File: src/rtl/cbr_pkg.sv
package cbr_pkg;
    typedef enum logic [2:0] {
        ST_IDLE    = 3'd0,
        ST_CPU     = 3'd1,
        ST_VIDEO   = 3'd2,
        ST_OTHER   = 3'd3,
        ST_RF_ARM  = 3'd4,
        ST_RF_HOLD = 3'd5,
        ST_RF_TAIL = 3'd6
    } slot_st_t;

    localparam int PHASES = 2;
endpackage

File: src/rtl/cbr_sampler.sv
module cbr_sampler
    import cbr_pkg::*;
#(
    parameter int ADDR_W = 10
) (
    input  logic              clk,
    input  logic              rst_n,
    input  logic              ras_n,
    input  logic              cas_n,
    input  logic [ADDR_W-1:0] addr_in,
    input  logic [PHASES-1:0] bank_sel,
    output logic              ras_q,
    output logic              cas_q,
    output logic [ADDR_W-1:0] addr_q,
    output logic [PHASES-1:0] bank_q
);
    always_ff @(posedge clk or negedge rst_n) begin
        if (!rst_n) begin
            ras_q  <= 1'b1;
            cas_q  <= 1'b1;
            addr_q <= '0;
            bank_q <= '0;
        end else begin
            ras_q  <= ras_n;
            cas_q  <= cas_n;
            addr_q <= addr_in;
            bank_q <= bank_sel;
        end
    end
endmodule

File: src/rtl/cbr_slot_fsm.sv
module cbr_slot_fsm
    import cbr_pkg::*;
(
    input  logic     clk,
    input  logic     rst_n,
    input  logic     ras_n,
    input  logic     cas_n,
    input  logic     hsync_n,
    input  logic     vsync_n,
    input  logic     e,
    output slot_st_t st
);
    slot_st_t nxt;
    logic     in_sync;
    logic     both_high;

    assign in_sync   = !hsync_n || !vsync_n;
    assign both_high = ras_n && cas_n;

    always_ff @(posedge clk or negedge rst_n) begin
        if (!rst_n) st <= ST_IDLE;
        else        st <= nxt;
    end

    always_comb begin
        nxt = st;
        unique case (st)
            ST_IDLE: begin
                if (!ras_n && e)                         nxt = ST_CPU;
                else if (!ras_n && !in_sync)             nxt = ST_VIDEO;
                else if (!both_high && in_sync)          nxt = ST_RF_ARM;
                else if (!cas_n)                         nxt = ST_OTHER;
            end
            ST_CPU, ST_VIDEO, ST_OTHER: begin
                if (both_high) nxt = ST_IDLE;
            end
            ST_RF_ARM: begin
                if (both_high)   nxt = ST_IDLE;
                else if (!cas_n) nxt = ST_RF_HOLD;
            end
            ST_RF_HOLD: begin
                if (both_high)  nxt = ST_IDLE;
                else if (cas_n) nxt = ST_RF_TAIL;
            end
            ST_RF_TAIL: begin
                if (both_high) nxt = ST_IDLE;
            end
            default: nxt = ST_IDLE;
        endcase
    end

    // processor slots are entered only with e high at the first edge
    p_cpu_entry_r2: assert property (@(posedge clk) disable iff (!rst_n)
        (st == ST_CPU && $past(st) == ST_IDLE) |-> $past(e));

    // refresh is entered only while a sync is active
    p_refresh_in_sync_r4: assert property (@(posedge clk) disable iff (!rst_n)
        (st == ST_RF_ARM && $past(st) == ST_IDLE) |-> (!$past(hsync_n) || !$past(vsync_n)));

    // a pass-through slot never turns into a refresh mid-slot
    p_kind_latched_r7: assert property (@(posedge clk) disable iff (!rst_n)
        ($past(st) == ST_VIDEO || $past(st) == ST_CPU || $past(st) == ST_OTHER)
            |-> (st == $past(st) || st == ST_IDLE));
endmodule

File: src/rtl/cbr_drive.sv
module cbr_drive
    import cbr_pkg::*;
#(
    parameter int ADDR_W = 10
) (
    input  slot_st_t          st,
    input  logic              ras_q,
    input  logic              cas_q,
    input  logic [ADDR_W-1:0] addr_q,
    input  logic [PHASES-1:0] bank_q,
    output logic              dram_ras_n,
    output logic              dram_cas_n,
    output logic [ADDR_W-1:0] mem_addr
);
    localparam int TOP = ADDR_W - 1;

    logic refreshing;
    assign refreshing = (st == ST_RF_ARM) || (st == ST_RF_HOLD) || (st == ST_RF_TAIL);

    always_comb begin
        if (refreshing) begin
            dram_ras_n = cas_q;
            dram_cas_n = (st == ST_RF_TAIL) ? 1'b1 : ras_q;
        end else begin
            dram_ras_n = ras_q;
            dram_cas_n = cas_q;
        end
    end

    always_comb begin
        mem_addr = addr_q;
        if (!cas_q)      mem_addr[TOP] = bank_q[1];
        else if (!ras_q) mem_addr[TOP] = bank_q[0];
    end
endmodule

File: src/rtl/cbr_refresh_injector.sv
module cbr_refresh_injector
    import cbr_pkg::*;
#(
    parameter int ADDR_W = 10
) (
    input  logic              clk,
    input  logic              rst_n,
    input  logic              ras_n,
    input  logic              cas_n,
    input  logic              hsync_n,
    input  logic              vsync_n,
    input  logic              e,
    input  logic [ADDR_W-1:0] addr_in,
    input  logic [1:0]        bank_sel,
    output logic              dram_ras_n,
    output logic              dram_cas_n,
    output logic [ADDR_W-1:0] mem_addr
);
    logic              ras_q, cas_q;
    logic [ADDR_W-1:0] addr_q;
    logic [1:0]        bank_q;
    slot_st_t          st;

    cbr_sampler #(.ADDR_W(ADDR_W)) u_smp (
        .clk(clk), .rst_n(rst_n), .ras_n(ras_n), .cas_n(cas_n),
        .addr_in(addr_in), .bank_sel(bank_sel),
        .ras_q(ras_q), .cas_q(cas_q), .addr_q(addr_q), .bank_q(bank_q)
    );

    cbr_slot_fsm u_fsm (
        .clk(clk), .rst_n(rst_n), .ras_n(ras_n), .cas_n(cas_n),
        .hsync_n(hsync_n), .vsync_n(vsync_n), .e(e), .st(st)
    );

    cbr_drive #(.ADDR_W(ADDR_W)) u_drv (
        .st(st), .ras_q(ras_q), .cas_q(cas_q), .addr_q(addr_q), .bank_q(bank_q),
        .dram_ras_n(dram_ras_n), .dram_cas_n(dram_cas_n), .mem_addr(mem_addr)
    );

    // pass-through slots copy the previous-cycle strobes
    p_pass_through_r3: assert property (@(posedge clk) disable iff (!rst_n)
        (st == ST_CPU || st == ST_VIDEO || st == ST_OTHER)
            |-> (dram_ras_n == $past(ras_n) && dram_cas_n == $past(cas_n)));

    // while armed or holding, the DRAM row pin follows the column input
    p_swap_r4: assert property (@(posedge clk) disable iff (!rst_n)
        (st == ST_RF_ARM || st == ST_RF_HOLD) |-> (dram_ras_n == $past(cas_n)));

    // the column pulse ends no later than the row pulse in a refresh
    p_trim_r5: assert property (@(posedge clk) disable iff (!rst_n)
        ($past(st) == ST_RF_HOLD && dram_ras_n) |-> dram_cas_n);
endmodule

File: config.mk
export PLATFORM = sky130hd
export DESIGN_NAME = cbr_refresh_injector
export DESIGN_NICKNAME = d
export VERILOG_FILES = /design/src/rtl/cbr_pkg.sv /design/src/rtl/cbr_sampler.sv /design/src/rtl/cbr_slot_fsm.sv /design/src/rtl/cbr_drive.sv /design/src/rtl/cbr_refresh_injector.sv
export SDC_FILE = /design/constraint.sdc
export NUM_CORES = 1
export LEC_CHECK = 0
export BUFFER_PORTS_ARGS = -buffer_cell sky130_fd_sc_hd__buf_4
export CAP_MARGIN = 20
export CORE_UTILIZATION = 40
export CTS_CLUSTER_DIAMETER = 80
export DETAILED_ROUTE_END_ITERATION = 10
export GPL_ROUTABILITY_DRIVEN = 0
export PLACE_DENSITY_LB_ADDON = 0.12
export RECOVER_POWER = 25
export SLEW_MARGIN = 10
export SYNTH_ARGS = -nofsm -noshare
export SYNTH_HDL_FRONTEND = slang
export SYNTH_SLANG_ARGS = --single-unit
File: constraint.sdc
create_clock -name clk -period 1.25 [get_ports clk]
set_input_delay 0.1875 -clock clk [delete_from_list [all_inputs] [get_ports clk]]
set_output_delay 0.1875 -clock clk [all_outputs]
set_load 0.05 [all_outputs]
==> flow_summary.yaml <==
floorplanning:
  fp.dieW_um: 45.0
  core_mm2: 0.00173
  ios: 31
  initial_core_util: 0.428
  die_h_um: 45.0
  dieArea_mm2: 0.00202
  rows: 15
setup_path:
  cp_num_buf_inv: 1
  crit_slowest_cell: "dfrtp_1"
  rr_startpoint: "u_fsm.st[1]"
  path_class: "flop to output port"
  crit_path_end_kind: "output port"
  crit_arrival_ps: 1350
  crit_chain: "a21boi_4, mux2_4, buf_6"
  critPathTopFamily: "flip-flops"
  path_depth: 3
  reg2reg_depth: 5
  cpPeakStageDelay_ps: 410
  required_ps: 1060
  worstPathMaxFanout: 4
  startpoint: "u_fsm.st[2]"
  start_kind: "flop"
yosys:
  yosysWarnings: 0
  synth-seq-cells: 17
  avgSynthCellArea_um2: 12.3
  synth_area_leaders: "dfrtp_1, buf_4, dfstp_2"
  syn_nets: 79
  yosysTopAreaCell: "dfrtp_1"
  yosysTopAreaCellShare: 0.508
  synth_area_um2: 738
  synth_cell_type_count: 26
  yosysSeqAreaShare: 0.580
  synthCells: 60
placement:
  place_area_um2: 953
  port_buffers: 30
  hpwl_um: 1030
  dp_slack_ps: -94.4
sta:
  setup_viol: 4
  fin_crit_ps: 1540
  max-slew-margin-rel: 0.732
  slew_viol_final: 0
  fin_skew_ps: 6.42
  finalCritPeriodShare: 1.23
  fmax_mhz: 648
  max_slew.worst_pin.slew_ps: 401
  grt_setup_unrepaired: "true"
  fin_ws_ps: -292
  hold_viol: 0
  setup-tns-final_ps: -994
layout:
  final_common_cell: "buf_4"
  diodes: 0
  fin_area_mm2: 0.00117
  drive_gt1_frac: 0.519
  finalCoreUtilization: 0.677
  syn_to_final_growth_pct: 58.3
  nets: 126
  final_cell_mix: "buf_4, dfrtp_1, dlygate4sd3_1"
run_status:
  violations: "negative setup slack"
  status: "finished, violations left"
route:
  ant_nets: 0
  drc: 0
  via_per_inst: 4.47
  wl_met3_um: 54
  wl_met2_um: 840
  post_drt_wl_per_cell_um: 11.7
  wl_um: 1540
  num_vias: 586
  wl_met1_um: 630
  routed.top_layer: "met4"
  drtIter0Drc: 7
  drtPass1Iterations: 4
global_routing:
  grt_max_degree: 18
  grt_overflow_total: 0
  grt_pass1_vias: 533
  grtUsageTotal: 0.167
  grt_antenna_before_repair: 0
  grt_pass1_wl_um: 2360
power_and_ir_drop:
  leakagePower_nw: 0.556
  power_w: 0.00199
  seq_power_share: 0.348
  intPower_w: 0.00130
  ir_drop_mv: 0.964
  pwr-share-comb: 0.514
  pwr-share-clk: 0.138
  switching_share: 0.344
  switchingPower_w: 0.000684
  power_density_mw_per_mm2: 1700
run:
  max_cap_violations: 0
clock_network:
  path_clk_slew_ps: 80
  cts_max_level: 1
  cts.sinks: 17
  numCtsBuffers: 3
  insertion_delay_ps: 280
  cts_root_buf: "clkbuf_4"
  clk_path_buf_depth: 2
  cts_tree: "built"
min_path:
  hold_class: "primary input to flop"
  whs_path_depth: 1
  hold_path.startpoint: "cas_n"
[worst paths after layout]
path	end	slack, ps
max	dram_ras_n	-290
min	u_smp.cas_q	120
max reg2reg	u_fsm.st[1]	-240
min reg2reg	u_fsm.st[0]	640
max in group asynchronous	u_smp.cas_q	570
min in group asynchronous	u_smp.addr_q[5]	360
[kinds of logic after synthesis]
group | after synthesis | share of synthesized area
flops | 17 | 0.580
compound gates | 16 | 0.153
buf+inv | 13 | 0.134
simple gates | 11 | 0.0848
mux | 3 | 0.0491
[power by group through the flow]
stage / Sequential, W / Combinational (W) / Clock, W
final: 0.000692 / 0.00102 / 0.000274
after detailed placement: 0.000709 / 0.000807 / 0
after global routing: 0.000701 / 0.00110 / 0.000312
after CTS: 0.000692 / 0.000973 / 0.000289
after floorplan: 0.000669 / 0.000611 / 0
after global placement: 0.000706 / 0.000794 / 0
[synth_stat cells, drive strengths merged]
cell type / count
dfrtp: 15
o32a: 1
o21ai: 2
and3b: 1
inv: 1
dfstp: 2
nand2b: 1
a222oi: 1
nand2: 2
a22o: 1
a31oi: 1
buf: 12
a21oi: 5
a21boi: 2
a211oi: 1
a21o: 1
nor2: 5
o21a: 1
mux2i: 1
nor2b: 1
mux2: 2
nand4: 1
[layout make-up]
type,instances,area [µm²]
fillers,137,558
multi-input cells,30,235
well taps,25,31.3
flip-flops and latches,17,429
repair buffers,54,443
inverters,1,3.75
clock buffers,4,26.3
[through the flow]
step | cells | hold WS [ps]
CTS | 125 | 0.761
global placement | 109 | 55.3
floorplan | 60 | -108
detailed placement | 109 | 60.3
global route | 131 | 117
finish | 131 | 122
[state kept, by name, indices dropped and copies added, names as in the netlist]
signal        cells
u_smp.ras_q       1
u_smp.cas_q       1
u_smp.addr_q     10
u_smp.bank_q      2
u_fsm.st          3
[metal layers]
metal / up-vias / track usage
met3: 2 / 0.0480
met5: - / 0
met4: 0 / 0.0545
met1: 277 / 0.191
met2: 15 / 0.299
li1: 292 / -
[repair_timing]
item	in CTS	in global routing
endpoints found under the hold margin	24	5
buffers inserted	4	1
pin swaps	3	1
endpoints found under the setup margin	4	5
gates resized for setup	6	2
hold buffers	8	5
No activity file was read; power rests on OpenSTA's default activity.
